`src/rtl/tsi_pkg.sv`:
```
package tsi_pkg;
  typedef enum logic {BANK_A = 1'b0, BANK_B = 1'b1} bank_e;

  function automatic bank_e other_bank(bank_e b);
    return (b == BANK_A) ? BANK_B : BANK_A;
  endfunction
endpackage

```
`src/rtl/tsi_frame_timer.sv`:
```
module tsi_frame_timer
  import tsi_pkg::*;
#(
  parameter int SLOTS    = 8,
  parameter int SAMPLE_W = 8,
  parameter int AW       = 3,
  parameter int BW       = 3
) (
  input  logic          clk,
  input  logic          rst_n,
  input  logic          fs,
  output logic [AW-1:0] cur_slot,
  output logic [AW-1:0] next_slot,
  output logic          slot_end,
  output logic          frame_end,
  output bank_e         wr_bank
);
  localparam logic [BW-1:0] BIT_LAST  = BW'(SAMPLE_W - 1);
  localparam logic [AW-1:0] SLOT_LAST = AW'(SLOTS - 1);

  logic [BW-1:0] bit_q;
  logic [BW-1:0] cur_bit;
  logic [AW-1:0] slot_q;

  always_comb begin
    cur_bit   = fs ? '0 : bit_q;
    cur_slot  = fs ? '0 : slot_q;
    slot_end  = (cur_bit == BIT_LAST);
    frame_end = slot_end && (cur_slot == SLOT_LAST);
    next_slot = (cur_slot == SLOT_LAST) ? '0 : cur_slot + 1'b1;
  end

  always_ff @(posedge clk or negedge rst_n) begin
    if (!rst_n) begin
      bit_q   <= '0;
      slot_q  <= '0;
      wr_bank <= BANK_A;
    end else begin
      bit_q  <= slot_end ? '0 : cur_bit + 1'b1;
      slot_q <= slot_end ? next_slot : cur_slot;
      if (frame_end) wr_bank <= other_bank(wr_bank);
    end
  end
endmodule

```
`src/rtl/tsi_ser2par.sv`:
```
module tsi_ser2par #(
  parameter int SAMPLE_W = 8
) (
  input  logic                clk,
  input  logic                rst_n,
  input  logic                sdi,
  output logic [SAMPLE_W-1:0] word_now
);
  logic [SAMPLE_W-2:0] shreg;

  assign word_now = {shreg, sdi};

  always_ff @(posedge clk or negedge rst_n) begin
    if (!rst_n) shreg <= '0;
    else        shreg <= word_now[SAMPLE_W-2:0];
  end
endmodule

```
`src/rtl/tsi_ctrl_map.sv`:
```
module tsi_ctrl_map #(
  parameter int SLOTS = 8,
  parameter int AW    = 3
) (
  input  logic                     clk,
  input  logic                     rst_n,
  input  logic                     cm_we,
  input  logic [AW-1:0]            cm_addr,
  input  logic [AW-1:0]            cm_data,
  input  logic                     frame_end,
  output logic [SLOTS-1:0][AW-1:0] pend_map,
  output logic [SLOTS-1:0][AW-1:0] act_map
);
  localparam logic [AW:0] SLOTS_X = (AW+1)'(SLOTS);

  logic addr_ok;
  assign addr_ok = ({1'b0, cm_addr} < SLOTS_X);

  always_ff @(posedge clk or negedge rst_n) begin
    if (!rst_n) begin
      for (int i = 0; i < SLOTS; i++) begin
        pend_map[i] <= AW'(i);
        act_map[i]  <= AW'(i);
      end
    end else begin
      if (cm_we && addr_ok) pend_map[cm_addr] <= cm_data;
      if (frame_end)        act_map <= pend_map;
    end
  end
endmodule

```
`src/rtl/tsi_sample_store.sv`:
```
module tsi_sample_store
  import tsi_pkg::*;
#(
  parameter int SAMPLE_W = 8,
  parameter int AW       = 3
) (
  input  logic                clk,
  input  logic                rst_n,
  input  bank_e               wr_bank,
  input  logic [AW-1:0]       cur_slot,
  input  logic                slot_end,
  input  logic                frame_end,
  input  logic [SAMPLE_W-1:0] word_now,
  input  logic [AW-1:0]       rd_addr,
  output logic [SAMPLE_W-1:0] rd_word
);
  localparam int DEPTH = 1 << AW;

  logic [SAMPLE_W-1:0] mem [2][DEPTH];
  logic wb;
  logic rb;

  assign wb = (wr_bank == BANK_B);

  always_ff @(posedge clk or negedge rst_n) begin
    if (!rst_n) begin
      for (int b = 0; b < 2; b++)
        for (int a = 0; a < DEPTH; a++)
          mem[b][a] <= '0;
    end else if (slot_end) begin
      mem[wb][cur_slot] <= word_now;
    end
  end

  always_comb begin
    rb = frame_end ? wb : ~wb;
    if (frame_end && (rd_addr == cur_slot)) rd_word = word_now;
    else                                    rd_word = mem[rb][rd_addr];
  end
endmodule

```
`src/rtl/tsi_par2ser.sv`:
```
module tsi_par2ser #(
  parameter int SAMPLE_W = 8
) (
  input  logic                clk,
  input  logic                rst_n,
  input  logic                load,
  input  logic [SAMPLE_W-1:0] load_word,
  output logic                sdo
);
  logic [SAMPLE_W-1:0] osh;

  assign sdo = osh[SAMPLE_W-1];

  always_ff @(posedge clk or negedge rst_n) begin
    if (!rst_n)    osh <= '0;
    else if (load) osh <= load_word;
    else           osh <= {osh[SAMPLE_W-2:0], 1'b0};
  end
endmodule

```
`src/rtl/tsi_slot_swap.sv`:
```
module tsi_slot_swap
  import tsi_pkg::*;
#(
  parameter int SLOTS    = 8,
  parameter int SAMPLE_W = 8,
  localparam int AW      = $clog2(SLOTS),
  localparam int BW      = $clog2(SAMPLE_W)
) (
  input  logic          clk,
  input  logic          rst_n,
  input  logic          fs,
  input  logic          sdi,
  output logic          sdo,
  input  logic          cm_we,
  input  logic [AW-1:0] cm_addr,
  input  logic [AW-1:0] cm_data
);
  logic [AW-1:0]            cur_slot;
  logic [AW-1:0]            next_slot;
  logic                     slot_end;
  logic                     frame_end;
  bank_e                    wr_bank;
  logic [SAMPLE_W-1:0]      word_now;
  logic [SLOTS-1:0][AW-1:0] pend_map;
  logic [SLOTS-1:0][AW-1:0] act_map;
  logic [AW-1:0]            load_addr;
  logic [SAMPLE_W-1:0]      load_word;

  tsi_frame_timer #(.SLOTS(SLOTS), .SAMPLE_W(SAMPLE_W), .AW(AW), .BW(BW)) u_timer (
    .clk(clk), .rst_n(rst_n), .fs(fs),
    .cur_slot(cur_slot), .next_slot(next_slot),
    .slot_end(slot_end), .frame_end(frame_end), .wr_bank(wr_bank)
  );

  tsi_ser2par #(.SAMPLE_W(SAMPLE_W)) u_s2p (
    .clk(clk), .rst_n(rst_n), .sdi(sdi), .word_now(word_now)
  );

  tsi_ctrl_map #(.SLOTS(SLOTS), .AW(AW)) u_map (
    .clk(clk), .rst_n(rst_n), .cm_we(cm_we), .cm_addr(cm_addr),
    .cm_data(cm_data), .frame_end(frame_end),
    .pend_map(pend_map), .act_map(act_map)
  );

  // On the wrap edge the map that takes over is the shadow copy.
  assign load_addr = frame_end ? pend_map[next_slot] : act_map[next_slot];

  tsi_sample_store #(.SAMPLE_W(SAMPLE_W), .AW(AW)) u_store (
    .clk(clk), .rst_n(rst_n), .wr_bank(wr_bank), .cur_slot(cur_slot),
    .slot_end(slot_end), .frame_end(frame_end), .word_now(word_now),
    .rd_addr(load_addr), .rd_word(load_word)
  );

  tsi_par2ser #(.SAMPLE_W(SAMPLE_W)) u_p2s (
    .clk(clk), .rst_n(rst_n), .load(slot_end), .load_word(load_word), .sdo(sdo)
  );
endmodule

```
`config.mk`:
```
export PLATFORM = sky130hd
export DESIGN_NAME = tsi_slot_swap
export DESIGN_NICKNAME = d
export VERILOG_FILES = /design/src/rtl/tsi_pkg.sv /design/src/rtl/tsi_frame_timer.sv /design/src/rtl/tsi_ser2par.sv /design/src/rtl/tsi_ctrl_map.sv /design/src/rtl/tsi_sample_store.sv /design/src/rtl/tsi_par2ser.sv /design/src/rtl/tsi_slot_swap.sv
export SDC_FILE = /design/constraint.sdc
export NUM_CORES = 1
export LEC_CHECK = 0
export CORE_MARGIN = 4
export CORE_UTILIZATION = 50
export DETAILED_ROUTE_END_ITERATION = 8
export PLACE_DENSITY = 0.67
export SLEW_MARGIN = 20
export SYNTH_ARGS = -nofsm -noshare
export SYNTH_HDL_FRONTEND = slang
export SYNTH_SLANG_ARGS = --single-unit
```
`constraint.sdc`:
```
create_clock -name clk -period 3.1 [get_ports clk]
set_input_delay 0.31 -clock clk [delete_from_list [all_inputs] [get_ports clk]]
set_output_delay 0.31 -clock clk [all_outputs]
set_load 0.01 [all_outputs]
```
==> impl_metrics.csv, run 1 <==
group,metric,value,unit
run_status,status,"complete, no violations",
floorplanning,initial_core_util,50.88,%
cts,max-clock-path-buffers,2,
sta,finalSetupViolations,0,
grt,grt_pass1_wl,34650,µm
floorplanning,die_x,143.4,µm
layout,antennaDiodeCount,0,
sta,hold_viol,0,
place,portBuffers,11,
sta,max_slew_margin,46.51,%
power,p_per_area,502.5,nW/µm²
routing,via_per_inst,5.960,
sta,max_freq,0.3309,GHz
layout,final_nets,732,
yosys,syn-instance-count,650,
critical_path,end_kind,"flop",
sta,worstMarginPinSlew,0.7963,ns
power,net-switching-power,1.281,mW
power,combPwrFrac,4.7,%
power,power,5.511,mW
floorplanning,num_rows,49,
routing,drtIter0Drc,509,
critical_path,setup.worst_path.start_class,"flop",
layout,fillers,1394,
yosys,ys_warn_count,0,
sta,min_period,3.022,ns
cts,clk_pin_slew,0.08,ns
min_path,worstHoldPathType,"input port to asynchronous set/reset pin",
grt,antenna_found_initial,0,
grt,first_global_vias,6122,
yosys,synth_edf_count,0,
routing,dr_total_vias,5716,
yosys,yosys.area.top_type_share,47.48,%
sta,setup_tns,0,ns
routing,first_pass_iters,6,
grt,grt_max_degree,88,
place,place_worst_setup_slack,-0.4492,ns
layout,syn_to_final_growth,19.59,%
sta,fin_ws,0.07778,ns
yosys,synth_largest_area_cell,"dfrtp_1",
critical_path,cp.arrival,3.35,ns
cts,clk_latency,0.45,ns
yosys,synth.net_count,665,
grt,grt_use_total,22.15,%
power,ir_drop,0.0004142,V
floorplanning,boundaryPins,12,
yosys,synth_seq_cells,198,
yosys,seq_area_frac_synth,54.35,%
routing,drc_errors,0,
yosys,avgSynthCellArea,14.11,µm²
layout,layout_commonest_cell,"mux2_2",
sta,final.setup_skew,0.01118,ns
flow_run,cap_violations,0,
floorplanning,die_y,143.4,µm
layout,drive_above_1_share,51.78,%
power,sw_frac_of_total,23.24,%
yosys,synth_ff_type,"dfrtp_1",
critical_path,crit_type,"flop to flop",
floorplanning,core_area,18020,µm²
sta,slew_violations,0,
yosys,async_flop_share,100.0,%
place,gp_congestion,0.9286,
layout,final_core_util,60.85,%
power,clockPowerShare,44.4,%
critical_path,path_max_fanout,8,
cts,cts_tree,"done",
routing,ant_nets,0,
place,hpwl,14370,µm
yosys,netlist_top_cells_area,"dfrtp_1, mux2_2, dfstp_2",
power,leakage,5.161,nW
layout,most-common-layout-cells,"mux2_2, dfrtp_1, buf_4, dfstp_2",
cts,cts_sinks,198,
routing,drt_wl_total,21750,µm
power,seqPwrFrac,50.9,%
power,internal-power,4.231,mW
cts,cts_made_buffers,17,
yosys,yosysUniqueCellTypes,53,
sta,period_share,97.49,%
cts,root_buffer,"clkbuf_16",
grt,grt_overflow_total,0,
yosys,synth_area,9171,µm²
critical_path,worstPathRequired,3.42,ns
cts,cts_max_level,4,
routing,routedWlPerCell,22.68,µm
floorplanning,die_area,20570,µm²
[cell usage after synthesis (2+ instances only)]
cell type  number
a211oi_1        2
nand4b_1        3
nand2_1         8
o22ai_1        23
o221ai_1        6
nand4_1         2
nor3_1         14
clkbuf_1       26
dfstp_2        24
o22ai_2         2
inv_1           4
nor2b_1        16
nand3_1         3
xor2_1          2
nand2b_1        6
a22oi_1         2
buf_2           7
a22o_1          7
dfrtp_1       174
nor2_1         20
nor3b_1         2
ha_1            4
a41oi_1         7
nor3_2          2
o21bai_1        2
mux4_2         18
o21ai_0         5
or3_1           4
mux2i_1        32
buf_6           2
o21ai_1        10
mux2_2        183
a21oi_1         4
buf_4           4
and2_1          2
[cell type report]
class / count / area (µm²) / share of cell area [%]
Sequential cell: 198 / 4986 / 45.46
Multi-Input combinational cell: 408 / 4194 / 38.24
Timing Repair Buffer: 88 / 835.8 / 7.620
Clock buffer: 18 / 439.2 / 4.004
Tap cell: 229 / 286.5 / 2.612
Clock inverter: 14 / 211.5 / 1.928
Inverter: 4 / 15.01 / 0.1369
[power groups by stage]
| stage | registers, mW | clock network, mW | logic [mW] |
|---|---|---|---|
| global route | 2.82 | 2.59 | 0.291 |
| floorplan | 2.80 | 0 | 0.144 |
| detailed placement | 2.85 | 0 | 0.253 |
| CTS | 2.80 | 2.47 | 0.256 |
| global placement | 2.85 | 0 | 0.243 |
| finish | 2.80 | 2.45 | 0.261 |
[per-stage QoR]
| step | instances | hold WS, ns | area, µm² |
|---|---|---|---|
| 2_1_floorplan | 650 | 0.01441 | 9203 |
| 3_3_place_gp | 916 | 0.4089 | 9962 |
| 3_5_place_dp | 916 | 0.4209 | 9962 |
| 4_1_cts | 949 | 0.5087 | 10630 |
| 5_1_grt | 959 | 0.5185 | 10970 |
| 6_report | 959 | 0.4947 | 10970 |
[metal layers]
layer,track usage [%],vias up,routed length [µm]
met2,33.77,123,10140
met4,6.442,0,429
met3,4.559,30,971
met5,0,-,0
li1,-,2555,-
met1,32.44,3008,10200
[cells by family after synthesis]
group,share of synthesized area [%]
AO/OA/AOI/OAI,6.808
XOR/XNOR,0.2865
adder cells (fa/ha/maj),0.5457
buffers and inverters,2.224
flip-flops,54.35
multiplexers,30.38
AND/OR/NAND/NOR,5.403
[critical path, stage by stage (launching register included)]
cell	delay [ns]
dfrtp_1	0.43
buf_4	0.19
nand2b_1	0.32
o22ai_1	0.20
o41ai_2	0.44
o22a_4	0.25
buf_12	0.14
mux4_2	0.32
a22o_1	0.30
nor3_2	0.21
o21ai_2	0.07
[path summary, 6_finish.rpt]
check / startpoint / endpoint / slack (ns) / cells past startpoint
max in group asynchronous: rst_n / u_store.mem[101] / 1.80 / 3
worst min register to register: u_store.mem[39] / u_store.mem[39] / 0.51 / 1
worst min-delay path: rst_n / u_map.pend_map[1] / 0.49 / 2
worst max-delay path: u_timer.slot_q[1] / u_p2s.osh[5] / 0.08 / 10
min in group clk: u_store.mem[39] / u_store.mem[39] / 0.51 / 1
worst max register to register: u_timer.slot_q[1] / u_p2s.osh[5] / 0.08 / 10
[registers in the layout (all words and copies together) (netlist names)]
name             flops
u_map.act_map       24
u_map.pend_map      24
u_p2s.osh            8
u_s2p.shreg          7
u_store.mem        128
u_timer.bit_q        3
u_timer.slot_q       3
u_timer.wr_bank      1
[timing repair]
| item | in CTS | in global routing |
|---|---|---|
| gates resized for setup | 1 | 47 |
| cloned | 0 | 3 |
| setup endpoints to repair | 2 | 8 |
| setup buffers | 0 | 7 |
| pin swaps | 0 | 13 |
| endpoints found under the hold margin | 62 | 0 |
| hold buffers | 1 | 0 |
Note: power is estimated with default switching activity, not from simulation.
==> run 2: changes to the inputs <==
--- a/config.mk
+++ b/config.mk
@@ -8,8 +8,10 @@
 export CORE_MARGIN = 4
 export CORE_UTILIZATION = 50
 export DETAILED_ROUTE_END_ITERATION = 8
-export PLACE_DENSITY = 0.67
+export DONT_BUFFER_PORTS = 1
+export PLACE_DENSITY = 0.64
 export SLEW_MARGIN = 20
 export SYNTH_ARGS = -nofsm -noshare
 export SYNTH_HDL_FRONTEND = slang
 export SYNTH_SLANG_ARGS = --single-unit
+export TNS_END_PERCENT = 30
==> constraint.sdc (replaced) <==
create_clock -name clk -period 3.7 [get_ports clk]
set_input_delay 0.37 -clock clk [delete_from_list [all_inputs] [get_ports clk]]
set_output_delay 0.37 -clock clk [all_outputs]
set_load 0.01 [all_outputs]
==> run 2 against run 1 <==
  * The run now ends with negative hold slack left
  * Critical path depth up 1
  * Die area unchanged
  * Cell count is 7.3% lower
  * Fmax down 13%
  * First-iteration DRC count up 3.5%
  * Worst setup slack improved by 0.13 ns
  * Clock-buffer cell count up 1
  * Design area is 8.6% lower
  * Highest routed layer is now met5
==> impl_metrics.csv, run 2 (same netlist as run 1, synthesis figures left out) <==
group,metric,value,unit
run_status,status,"finished with violations",
layout,syn_to_final_growth,9.277,%
sta,setup_tns,0,ns
routing,drc_errors,0,
cts,cts_tree,"done",
critical_path,r2r_cells,11,
cts,cts_made_buffers,17,
sta,finalSetupViolations,0,
routing,first_pass_iters,6,
routing,dr_wl_met3,889,µm
critical_path,setup.worst_path.start_class,"flop",
layout,most-common-layout-cells,"mux2_2, dfrtp_1, mux2i_1, dfstp_2, o22ai_1",
cts,max-clock-path-buffers,2,
layout,antennaDiodeCount,0,
routing,routedWlPerCell,22.91,µm
layout,largest_register_ff_count,128,
critical_path,worstPathRequired,4.00,ns
cts,root_buffer,"clkbuf_16",
floorplanning,die_x,143.4,µm
layout,drive_above_1_share,43.18,%
routing,drt_wl_total,20360,µm
floorplanning,core_area,18020,µm²
cts,clk_pin_slew,0.07,ns
floorplanning,boundaryPins,12,
routing,drtIter0Drc,527,
place,gp_congestion,0.8536,
layout,reg_top3,"u_store.mem (128), u_map.act_map (24), u_map.pend_map (24)",
grt,grt_use_total,20.93,%
cts,clk_latency,0.43,ns
sta,slew_violations,0,
sta,hold_viol,198,
layout,fillers,1475,
routing,dr_total_vias,5433,
routing,wl_met2,9453,µm
layout,top_register,"u_store.mem",
place,place_worst_setup_slack,0.08620,ns
power,ir_drop,0.0004071,V
critical_path,end_kind,"flop",
place,portBuffers,0,
cts,ctsHoldBuffers,2,
floorplanning,die_area,20570,µm²
routing,via_per_inst,6.111,
sta,worstMarginPinSlew,0.9389,ns
routing,top_layer,"met5",
grt,grt_overflow_total,0,
grt,first_global_vias,5698,
sta,rsz0062_at_grt,"false",
critical_path,path_max_fanout,10,
cts,cts_max_level,4,
grt,grt_pass1_wl,33020,µm
critical_path,crit_type,"flop to flop",
place,hpwl,13860,µm
critical_path,cp.arrival,3.79,ns
layout,layout_commonest_cell,"mux2_2",
power,power,4.351,mW
sta,final.setup_skew,0.01041,ns
sta,fin_ws,0.2110,ns
power,p_per_area,434.1,nW/µm²
min_path,worstHoldPathType,"input port to asynchronous set/reset pin",
routing,ant_nets,0,
cts,cts_sinks,198,
floorplanning,num_rows,49,
grt,grt_max_degree,199,
floorplanning,die_y,143.4,µm
sta,min_period,3.489,ns
routing,wl_met1,9605,µm
layout,final_core_util,55.60,%
sta,whs,-0.3779,ns
sta,period_share,94.30,%
floorplanning,initial_core_util,50.88,%
grt,antenna_found_initial,0,
sta,max_slew_margin,37.27,%
flow_run,cap_violations,0,
run_status,violations,"negative hold slack",
sta,max_freq,0.2866,GHz
power,leakage,4.772,nW
layout,final_nets,662,
-- run 2: changes by cell type in the layout (fill, tap and decap cells not counted), sizes merged --
cell	change
bufinv	-3
buf	-57
clkdlybuf4s50	-10
dlygate4sd3	+1
inv	+1
clkinvlp	-2
clkbuf	-3
clkinv	+3
-- run 2: power breakdown --
part,switching [mW],internal [mW]
clock,0.879,0.994
combinational,0.0485,0.0815
sequential,0.0828,2.26
total,1.01,3.34
-- run 2: layout make-up --
type,count,area (µm²),area share (%)
clock buffers,19,454.2,4.532
clock inverters,13,137.6,1.373
inverters,4,15.01,0.1498
multi-input cells,408,3984,39.75
flip-flops and latches,198,4985,49.74
well taps,229,286.5,2.859
repair buffers,18,160.2,1.598
-- run 2: worst paths after layout --
kind,from,to,slack [ns]
setup / recovery,u_timer.slot_q[2],u_p2s.osh[1],0.21
hold / removal,rst_n,u_map.pend_map[12],-0.38
setup reg to reg,u_timer.slot_q[2],u_p2s.osh[1],0.21
hold reg to reg,u_store.mem[99],u_store.mem[99],0.50
max in group asynchronous,rst_n,u_map.pend_map[22],3.70
min in group clk,cm_data[0],u_map.pend_map[21],0.08
-- run 2: repair_timing --
item,in CTS,in global routing
buffers inserted,0,0
endpoints found under the setup margin,0,6
endpoints found under the hold margin,200,198
resized for setup,0,3
-- run 2: critical path: stages, from the launching register on --
cell and delay (ns):
dfrtp_1 0.48, nor2b_1 0.19, ha_1 0.48, buf_4 0.21, mux2_2 0.33, o22ai_1 0.16
a22oi_1 0.16, o32ai_4 0.25, a22oi_1 0.14, or2_0 0.44, a41oi_1 0.41, o21ai_1 0.11
-- run 2: metal layers --
layer	global-route usage, %	vias up
met5	2.392	-
met4	6.095	2
met3	4.226	28
met2	31.55	107
met1	30.80	2869
li1	-	2427
-- run 2: stage by stage --
stage                     area (µm²)  std cells
final                          10020        889
after global routing           10020        889
after CTS                      10010        889
after detailed placement        9402        855
after global placement          9402        855
after floorplan                 9171        650
